<file path="src/rtl/pm_pkg.sv">
package pm_pkg;

  localparam int COND_W = 3;

  typedef enum logic [COND_W-1:0] {
    COND_ALWAYS   = 3'd0,
    COND_RISE_STK = 3'd1,
    COND_FALL_STK = 3'd2,
    COND_ANY_STK  = 3'd3,
    COND_HIGH     = 3'd4,
    COND_LOW      = 3'd5,
    COND_NEVER    = 3'd6,
    COND_EVENT    = 3'd7
  } pm_cond_e;

endpackage

</file>
<file path="src/rtl/pm_sync.sv">
module pm_sync #(
  parameter int NUM_PINS = 8,
  parameter int STAGES   = 2
) (
  input  logic                clk,
  input  logic                rst,
  input  logic [NUM_PINS-1:0] pins_i,
  output logic [NUM_PINS-1:0] cur_o,
  output logic [NUM_PINS-1:0] prev_o
);

  logic [NUM_PINS-1:0] stg_q [STAGES];
  logic [NUM_PINS-1:0] prev_q;

  always_ff @(posedge clk) begin
    if (rst) begin
      stg_q[0] <= '0;
    end else begin
      stg_q[0] <= pins_i;
    end
  end

  for (genvar s = 1; s < STAGES; s++) begin : g_stage
    always_ff @(posedge clk) begin
      if (rst) stg_q[s] <= '0;
      else     stg_q[s] <= stg_q[s-1];
    end
  end

  // One more flop per pin keeps the previous synchronized value for edge detection.
  always_ff @(posedge clk) begin
    if (rst) prev_q <= '0;
    else     prev_q <= stg_q[STAGES-1];
  end

  assign cur_o  = stg_q[STAGES-1];
  assign prev_o = prev_q;

endmodule

</file>
<file path="src/rtl/pm_slice.sv">
module pm_slice import pm_pkg::*; #(
  parameter int NUM_PINS = 8,
  parameter int SEL_W    = $clog2(NUM_PINS)
) (
  input  logic                clk,
  input  logic                rst,
  input  logic                clr_i,
  input  logic [SEL_W-1:0]    sel_i,
  input  logic [COND_W-1:0]   cond_i,
  input  logic [NUM_PINS-1:0] cur_i,
  input  logic [NUM_PINS-1:0] prev_i,
  output logic                hit_o,
  output logic                sticky_o
);

  logic lvl, old, rise, fall, set, sticky_q;

  assign lvl  = cur_i[sel_i];
  assign old  = prev_i[sel_i];
  assign rise = lvl & ~old;
  assign fall = ~lvl & old;

  always_comb begin
    set   = 1'b0;
    hit_o = 1'b0;
    unique case (pm_cond_e'(cond_i))
      COND_ALWAYS:   hit_o = 1'b1;
      COND_RISE_STK: begin set = rise;        hit_o = sticky_q | rise;        end
      COND_FALL_STK: begin set = fall;        hit_o = sticky_q | fall;        end
      COND_ANY_STK:  begin set = rise | fall; hit_o = sticky_q | rise | fall; end
      COND_HIGH:     hit_o = lvl;
      COND_LOW:      hit_o = ~lvl;
      COND_NEVER:    hit_o = 1'b0;
      COND_EVENT:    hit_o = rise | fall;
      default:       hit_o = 1'b0;
    endcase
  end

  // A selection-register write wins over a same-cycle detection.
  always_ff @(posedge clk) begin
    if (rst || clr_i) sticky_q <= 1'b0;
    else if (set)     sticky_q <= 1'b1;
  end

  assign sticky_o = sticky_q;

endmodule

</file>
<file path="src/rtl/pm_term_chain.sv">
module pm_term_chain #(
  parameter int NUM_SLICES = 8
) (
  input  logic [NUM_SLICES-1:0] hit_i,
  input  logic [NUM_SLICES-1:0] endp_i,
  output logic [NUM_SLICES-1:0] term_o
);

  logic [NUM_SLICES-1:0] acc;

  assign acc[0] = hit_i[0];

  for (genvar i = 1; i < NUM_SLICES; i++) begin : g_link
    // A closed term upstream restarts the running AND at this slice.
    assign acc[i] = hit_i[i] & (endp_i[i-1] | acc[i-1]);
  end

  assign term_o = acc & endp_i;

endmodule

</file>
<file path="src/rtl/pm_engine.sv">
module pm_engine import pm_pkg::*; #(
  parameter int NUM_PINS    = 8,
  parameter int NUM_SLICES  = 8,
  parameter int SYNC_STAGES = 2,
  localparam int SEL_W      = $clog2(NUM_PINS),
  localparam int FIELD_BASE = NUM_SLICES,
  localparam int SRC_W      = FIELD_BASE + SEL_W * NUM_SLICES,
  localparam int CFG_W      = FIELD_BASE + COND_W * NUM_SLICES
) (
  input  logic                  clk,
  input  logic                  rst,
  input  logic [NUM_PINS-1:0]   pins_i,
  input  logic                  src_we,
  input  logic [SRC_W-1:0]      src_wdata,
  input  logic                  cfg_we,
  input  logic [CFG_W-1:0]      cfg_wdata,
  output logic [SRC_W-1:0]      src_q,
  output logic [CFG_W-1:0]      cfg_q,
  output logic [NUM_SLICES-1:0] match_o
);

  localparam logic [SRC_W-1:0] SRC_MASK =
    {{(SEL_W*NUM_SLICES){1'b1}}, {FIELD_BASE{1'b0}}};
  localparam logic [CFG_W-1:0] CFG_MASK =
    {{(COND_W*NUM_SLICES){1'b1}}, 1'b0, {(NUM_SLICES-1){1'b1}}};

  function automatic logic [CFG_W-1:0] idle_cfg();
    logic [CFG_W-1:0] v;
    v = '0;
    for (int i = 0; i < NUM_SLICES; i++) begin
      v[FIELD_BASE + COND_W*i +: COND_W] = COND_NEVER;
    end
    return v;
  endfunction

  logic [SRC_W-1:0]      src_r;
  logic [CFG_W-1:0]      cfg_r;
  logic [NUM_PINS-1:0]   cur_w, prev_w;
  logic [NUM_SLICES-1:0] hit_w, sticky_w, endp_w, term_w, match_r;

  always_ff @(posedge clk) begin
    if (rst) begin
      src_r <= '0;
      cfg_r <= idle_cfg();
    end else begin
      if (src_we) src_r <= src_wdata & SRC_MASK;
      if (cfg_we) cfg_r <= cfg_wdata & CFG_MASK;
    end
  end

  pm_sync #(.NUM_PINS(NUM_PINS), .STAGES(SYNC_STAGES)) sync_i (
    .clk    (clk),
    .rst    (rst),
    .pins_i (pins_i),
    .cur_o  (cur_w),
    .prev_o (prev_w)
  );

  for (genvar g = 0; g < NUM_SLICES; g++) begin : g_slice
    pm_slice #(.NUM_PINS(NUM_PINS), .SEL_W(SEL_W)) slice_i (
      .clk      (clk),
      .rst      (rst),
      .clr_i    (src_we),
      .sel_i    (src_r[FIELD_BASE + SEL_W*g +: SEL_W]),
      .cond_i   (cfg_r[FIELD_BASE + COND_W*g +: COND_W]),
      .cur_i    (cur_w),
      .prev_i   (prev_w),
      .hit_o    (hit_w[g]),
      .sticky_o (sticky_w[g])
    );
  end

  // The last slice always closes a term.
  assign endp_w = {1'b1, cfg_r[NUM_SLICES-2:0]};

  pm_term_chain #(.NUM_SLICES(NUM_SLICES)) chain_i (
    .hit_i  (hit_w),
    .endp_i (endp_w),
    .term_o (term_w)
  );

  always_ff @(posedge clk) begin
    if (rst) match_r <= '0;
    else     match_r <= term_w;
  end

  assign src_q   = src_r;
  assign cfg_q   = cfg_r;
  assign match_o = match_r;

endmodule

</file>
<file path="config.mk">
export PLATFORM = sky130hd
export DESIGN_NAME = pm_engine
export DESIGN_NICKNAME = d
export VERILOG_FILES = /design/src/rtl/pm_pkg.sv /design/src/rtl/pm_sync.sv /design/src/rtl/pm_slice.sv /design/src/rtl/pm_term_chain.sv /design/src/rtl/pm_engine.sv
export SDC_FILE = /design/constraint.sdc
export NUM_CORES = 1
export LEC_CHECK = 0
export ABC_AREA = 1
export BUFFER_PORTS_ARGS = -buffer_cell sky130_fd_sc_hd__clkbuf_2
export CORE_AREA = 2 2 115 161
export CTS_CLUSTER_DIAMETER = 40
export CTS_CLUSTER_SIZE = 20
export DETAILED_ROUTE_END_ITERATION = 8
export DIE_AREA = 0 0 117 163
export SYNTH_ARGS = -nofsm -noshare
export SYNTH_HDL_FRONTEND = slang
export SYNTH_SLANG_ARGS = --single-unit
</file>
<file path="constraint.sdc">
create_clock -name clk -period 6.6 [get_ports clk]
set_input_delay 1.32 -clock clk [delete_from_list [all_inputs] [get_ports clk]]
set_output_delay 1.32 -clock clk [all_outputs]
set_load 0.03 [all_outputs]
</file>
**Word level (Yosys, flattened, before mapping)**

Memory sizes are Yosys's and may differ from the RTL's.
Index checks and enable logic that the tools add are counted.

- Register bits after elaboration: 79
- Memory bits (writable): 16
- Input bits: 76
- Output and inout bits: 72
- Logic and storage cells: 220
- Memories kept: 1

- Order comparisons: 8
- Eq/ne operators: 56
- Mux-type cells: 53
- Bitwise logic cells: 81
- Reduce and logical (&&, ||, !) cells: 9

Memories:

| memory | depth | bits a word | rd ports | clocked after Yosys merged registers in | wr ports | line | text |
|---|---|---|---|---|---|---|---|
| sync_i.stg_q | 2 | 8 | 2 | 0 | 2 | pm_sync.sv:12 | `logic [NUM_PINS-1:0] stg_q [STAGES];` |

Operators by type and width:

| kind | count |
|---|---|
| 3-bit == test (second input constant) | 32 |
| 1-bit case mux with 8 select lines | 8 |
| 1-bit binary-select mux with 3-bit select | 16 |
| 3-bit by 2-bit == test with 1-bit output (second input constant) | 16 |
| 1-bit bitwise OR | 41 |
| 3-bit by 4-bit less-than comparator with 1-bit output (second input constant) | 8 |
| 3-bit by 1-bit == test with 1-bit output (second input constant) | 8 |
| 3-bit zero test | 8 |
| 1-bit case mux with 3 select lines | 8 |
| 1-bit AND | 23 |
| 1-bit 2-to-1 mux | 19 |
| 8-bit 2-to-1 mux | 2 |
| 1-bit NOT | 16 |
| 8-bit AND | 1 |
| 1-bit logical OR | 1 |

**Longest topological paths before layout**

- Depth in word-level cells: 22
- Gate-level depth with buffers: 26
- Gate-level depth less buffers: 26

**Modules after synthesis**

Synthesis repeated with hierarchy kept, for this count alone.

- Cell total of the unflattened synthesis: 1045
- Area, all modules: 6550.0 µm²

Modules (own cells, without submodules):

| module | times used | cells an instance | area an instance (µm²) | sequential area each (µm²) |
|---|---|---|---|---|
| pm_slice | 8 | 74 | 407.9 | 20.0 |
| pm_engine | 1 | 352 | 2474.9 | 1261.2 |
| pm_sync | 1 | 74 | 683.2 | 480.5 |
| pm_term_chain | 1 | 27 | 128.9 | 0.0 |

**Worst setup path after synthesis**

No wires, ideal clock.

- Kind: flip-flop to flip-flop
- Start: reg src_r[14], in the netlist src_q[14]
- End: reg match_r[7], in the netlist match_o[7]
- Setup time: 0.066 ns
- Data arrival time: 2.568 ns
- Required time: 6.534 ns
- Slack: 3.966 ns
- Cell stages (with the launch flop): 23
- Buffers on the path: 1
- Period minus slack after synthesis: 2.634 ns
- Path through: dfxtp_1 > buf_6 > o21ai_0 > o21ai_0 > inv_1 > o21ai_0 > inv_1 > ha_1 > nor3_1 > nor2_1 > nand3_1 > nand2_1 > nand2_1 > nand2_2 > nand2_1 > nand2_1 > nand2_1 > nand2_1 > nand2_1 > nand2_1 > nand2_1 > nand2_2 > a21oi_2

- Cells in the longest elaborated chain, start to end: 19
- Elaborated cells between the ends (all ways): 25
- Those cells by class: mux: 5; bitwise: 20

Ends and longest elaborated chain:

| what | line | text |
|---|---|---|
| start, declared | pm_engine.sv:36 | `logic [SRC_W-1:0] src_r;` |
| start signal, assigned | pm_engine.sv:46 | `if (src_we) src_r <= src_wdata & SRC_MASK;` |
| 1-bit binary-select mux with 3-bit select | pm_slice.sv:19 | `assign old = prev_i[sel_i];` |
| 1-bit 2-to-1 mux (not written as such) | pm_slice.sv:19 |  |
| 1-bit NOT | pm_slice.sv:20 | `assign rise = lvl & ~old;` |
| 1-bit AND | pm_slice.sv:20 |  |
| 1-bit bitwise OR | pm_slice.sv:28, pm_slice.sv:30 |  |
| 1-bit bitwise OR | pm_slice.sv:30 | `COND_ANY_STK: begin set = rise \| fall; hit_o = sticky_q \| rise \| fall; end` |
| 1-bit case mux with 8 select lines * | pm_slice.sv:26 | `unique case (pm_cond_e'(cond_i))` |
| 1-bit AND * | pm_term_chain.sv:15 | `assign acc[i] = hit_i[i] & (endp_i[i-1] \| acc[i-1]);` |
| (+3 left out) | -- |  |
| 1-bit AND * | pm_term_chain.sv:15 |  |
| 1-bit bitwise OR * | pm_term_chain.sv:15 |  |
| 1-bit AND * | pm_term_chain.sv:15 |  |
| 1-bit bitwise OR * | pm_term_chain.sv:15 |  |
| 1-bit AND * | pm_term_chain.sv:15 |  |
| 1-bit bitwise OR * | pm_term_chain.sv:15 |  |
| 1-bit AND * | pm_term_chain.sv:15 |  |
| 8-bit AND * | pm_term_chain.sv:18 | `assign term_o = acc & endp_i;` |
| end signal, assigned | pm_engine.sv:84 | `else match_r <= term_w;` |
| end, declared | pm_engine.sv:39 | `logic [NUM_SLICES-1:0] hit_w, sticky_w, endp_w, term_w, match_r;` |

Mark *: on every way between the ends. The rest lies on a longest branch, timed or not. The select of a mux whose other input is x is not followed.
A chain may end at the register's enable or synchronous reset.

**Worst setup path after layout**

- Start: reg src_r[8], in the netlist src_q[8]
- End: reg match_r[7], in the netlist match_o[7]

- Cells in the longest elaborated chain, start to end: 22
- Elaborated cells between the ends (all ways): 28
- Those cells by class: mux: 5; bitwise: 23

Ends and longest elaborated chain:

| what | line |
|---|---|
| 1-bit binary-select mux with 3-bit select | pm_slice.sv:19 |
| 1-bit 2-to-1 mux (not written as such) | pm_slice.sv:19 |
| 1-bit NOT | pm_slice.sv:20 |
| 1-bit AND | pm_slice.sv:20 |
| 1-bit bitwise OR | pm_slice.sv:28, pm_slice.sv:30 |
| 1-bit bitwise OR | pm_slice.sv:30 |
| 1-bit case mux with 8 select lines * | pm_slice.sv:26 |
| 1-bit bitwise OR * | pm_term_chain.sv:15 |
| (+6 left out) | -- |
| 1-bit AND * | pm_term_chain.sv:15 |
| 1-bit bitwise OR * | pm_term_chain.sv:15 |
| 1-bit AND * | pm_term_chain.sv:15 |
| 1-bit bitwise OR * | pm_term_chain.sv:15 |
| 1-bit AND * | pm_term_chain.sv:15 |
| 1-bit bitwise OR * | pm_term_chain.sv:15 |
| 1-bit AND * | pm_term_chain.sv:15 |
| 8-bit AND * | pm_term_chain.sv:18 |

Marks and branches as above.

==> results.cfg <==
[cells_and_area]
multi_input_area_mm2 = 0.00263
utilization_pct = 35.5
drive_gt1_share_pct = 18.6
final_area_mm2 = 0.00632
stdcell_count = 1140
regArea_mm2 = 0.00190
syn2layout_area_growth_pct = 21.6
fillers = 1972
antenna_cells = 0
nets = 988

[timing]
fin_ws_ps = 3550
hold_viol = 0
tns_ps = 0
max_freq_ghz = 0.327
min_period_over_period_pct = 46.3
fin_skew_ps = 7.22
worst_pin_slew_ps = 885
rsz0062_at_grt = no
finalCriticalPeriod_ps = 3050
drv_slew = 0
relSlewSlack_pct = 40.9
setup_viol = 0

[global_routing]
grt_pass1_wl_um = 24000
grt_max_degree = 47
grt_pass1_vias = 4898
antenna_found_initial = 0
overflow = 0
grt.total_usage_pct = 16.1

[logic_synthesis]
ys_ff_latch = 95
syn_avg_cell_area_um2 = 6.62
async_reset_ff_share_pct = 0
yosysSeqAreaShare_pct = 36.6
ys_types = 32
synth_edf_count = 0
ys_top_cells_by_count = o21ai_0, inv_1, a21oi_1
synthCells = 785
synth_area_mm2 = 0.00520
synth_top_area_cell = dfxtp_1
yosys.area.top_type_share_pct = 36.6
synthTopCellsByArea = dfxtp_1, o21ai_0, a21oi_1
ys_warn_count = 0
yosysMostFrequentCell = o21ai_0
synthFlopType = dfxtp_1

[pwr]
leakagePower_nw = 3.01
p_per_area_mw_per_mm2 = 247
ir_worst_vdd_mv = 0.147

[routing]
drt-total-wl_um = 15300
vias = 5390
drtIter0Drc = 345
wl_per_cell_um = 13.4
vias_per_cell = 4.73
drt_pass1_iterations = 5
drcViolationCount = 0
antenna_left = 0

[hold_path]
holdPathStages = 2
hold_path.class = reg2reg

[clock_network]
cts.sinks = 95
holdBufCountCts = 0
cts_tree = yes
post_cts_buffers = 0
path_clk_slew_ps = 70
cts_made_buffers = 9
cts_resized = 0
cts_max_level = 3
insertion_delay_ps = 350
cts_buffer_depth = 2
root_buffer = clkbuf_16

[critical_path]
worstPathRequired_ps = 6850
path_class = reg2reg
critPathCaptureType = flip-flop
reg2reg_depth = 25
arrival_ps = 3300
crit_path_start_kind = flip-flop
crit_fanout = 12

[floorplan]
coreArea_mm2 = 0.0178
rows = 58
die_h_um = 163
pin_count = 148
initial_core_util_pct = 29.2
die_w_um = 117
dieArea_mm2 = 0.0191

[place]
gp_congestion = 0.823
place_area_mm2 = 0.00599
place_ws_ps = 3460
dp_cells = 1125
io_buffer_count = 129
dp_hpwl_um = 11300

[flow_run]
maxCapViolCount = 0

[outcome]
status = finished, final reports clean
## stage by stage
step                total power, W  hold slack, ps
floorplan                 0.000880             388
global placement          0.000971             390
detailed placement        0.000976             392
CTS                        0.00158             401
global route               0.00165             412
finish                     0.00156             400
## metal layers
metal	vias to the layer above	track usage, %	part of all wire, %
li1	2788	-	-
met5	-	0	0
met4	0	5.61	2.4
met1	2364	19.9	43
met2	208	27.7	48
met3	30	3.01	6.2
## critical path: stages (launching register included)
cell     delay (ps)
dfxtp_1         410
inv_1           200
nor2_1           50
o21ai_0         200
inv_1            60
o21ai_0         290
inv_1            80
ha_1            210
nand2_1          70
nand2_1          50
nand2_1          50
nand2_1          50
nor2_1          120
nand4_1         180
nand2_1         140
nand2_1          90
nand2_2          70
nand2_1          50
nand2_1         100
nand2_1          70
nand2_1          90
nand2_1          70
nand2_1          70
nand2_1          70
nand2_2          70
a21oi_2          50
## cells in the final DEF (no fill, tap or decap), drive strengths merged
| master | n |
|---|---|
| clkinv | 2 |
| nand3b | 1 |
| o221ai | 1 |
| nand4 | 1 |
| nand3 | 42 |
| clkbuf | 138 |
| nor4 | 2 |
| inv | 131 |
| buf | 3 |
| nor2 | 73 |
| o21a | 1 |
| ha | 16 |
| o21ai | 152 |
| o22ai | 1 |
| conb | 9 |
| bufinv | 3 |
| o311ai | 3 |
| nand2 | 97 |
| a31oi | 3 |
| a21oi | 101 |
| dfxtp | 95 |
| nor3 | 16 |
| o211ai | 5 |
| a221oi | 4 |
## worst paths after layout
check,start,to,slack (ps)
max,src_q[8]$_SDFFE_PP0P_,match_o[7]$_SDFF_PP0_,3550
min,sync_i.stg_q[0][7]$_SDFF_PP0_,sync_i.stg_q[1][7]$_SDFF_PP0_,400
max reg2reg,src_q[8]$_SDFFE_PP0P_,match_o[7]$_SDFF_PP0_,3550
min reg2reg,sync_i.stg_q[0][7]$_SDFF_PP0_,sync_i.stg_q[1][7]$_SDFF_PP0_,400
## flip-flops by register name, indices dropped and copies added, names as in the netlist
register,flops
cfg_q,31
g_slice.slice_i.sticky_o,8
match_o,8
src_q,24
sync_i.prev_o,8
sync_i.stg_q,16
## where the power goes
group,total [W],switching [W],leakage (nW),internal (W)
Clock,0.000602,0.000233,0.166,0.000368
Sequential,0.000649,0.0000440,0.785,0.000605
Combinational,0.000313,0.000209,2.06,0.000104
Total,0.00156,0.000486,3.01,0.00108
## kinds of logic (layout without fill, tap and decap cells)
logic type               after synthesis  after routing  synth area share, %
AND/OR/NAND/NOR                      232            232                 18.7
adder cells (fa/ha/maj)               16             16                 3.85
other                                  1              9               0.0721
AO/OA/AOI/OAI                        271            271                 27.3
flip-flops                            95             95                 36.6
buffers and inverters                170            277                 13.5
## cell type report
type | instances | share of cell area (%)
clock buffers | 9 | 3.56
clock inverters | 6 | 1.72
inverters | 130 | 7.72
multi-input cells | 528 | 41.6
flip-flops and latches | 95 | 30.1
well taps | 240 | 4.75
repair buffers | 132 | 10.6
Note: power is estimated with default switching activity, not from simulation.
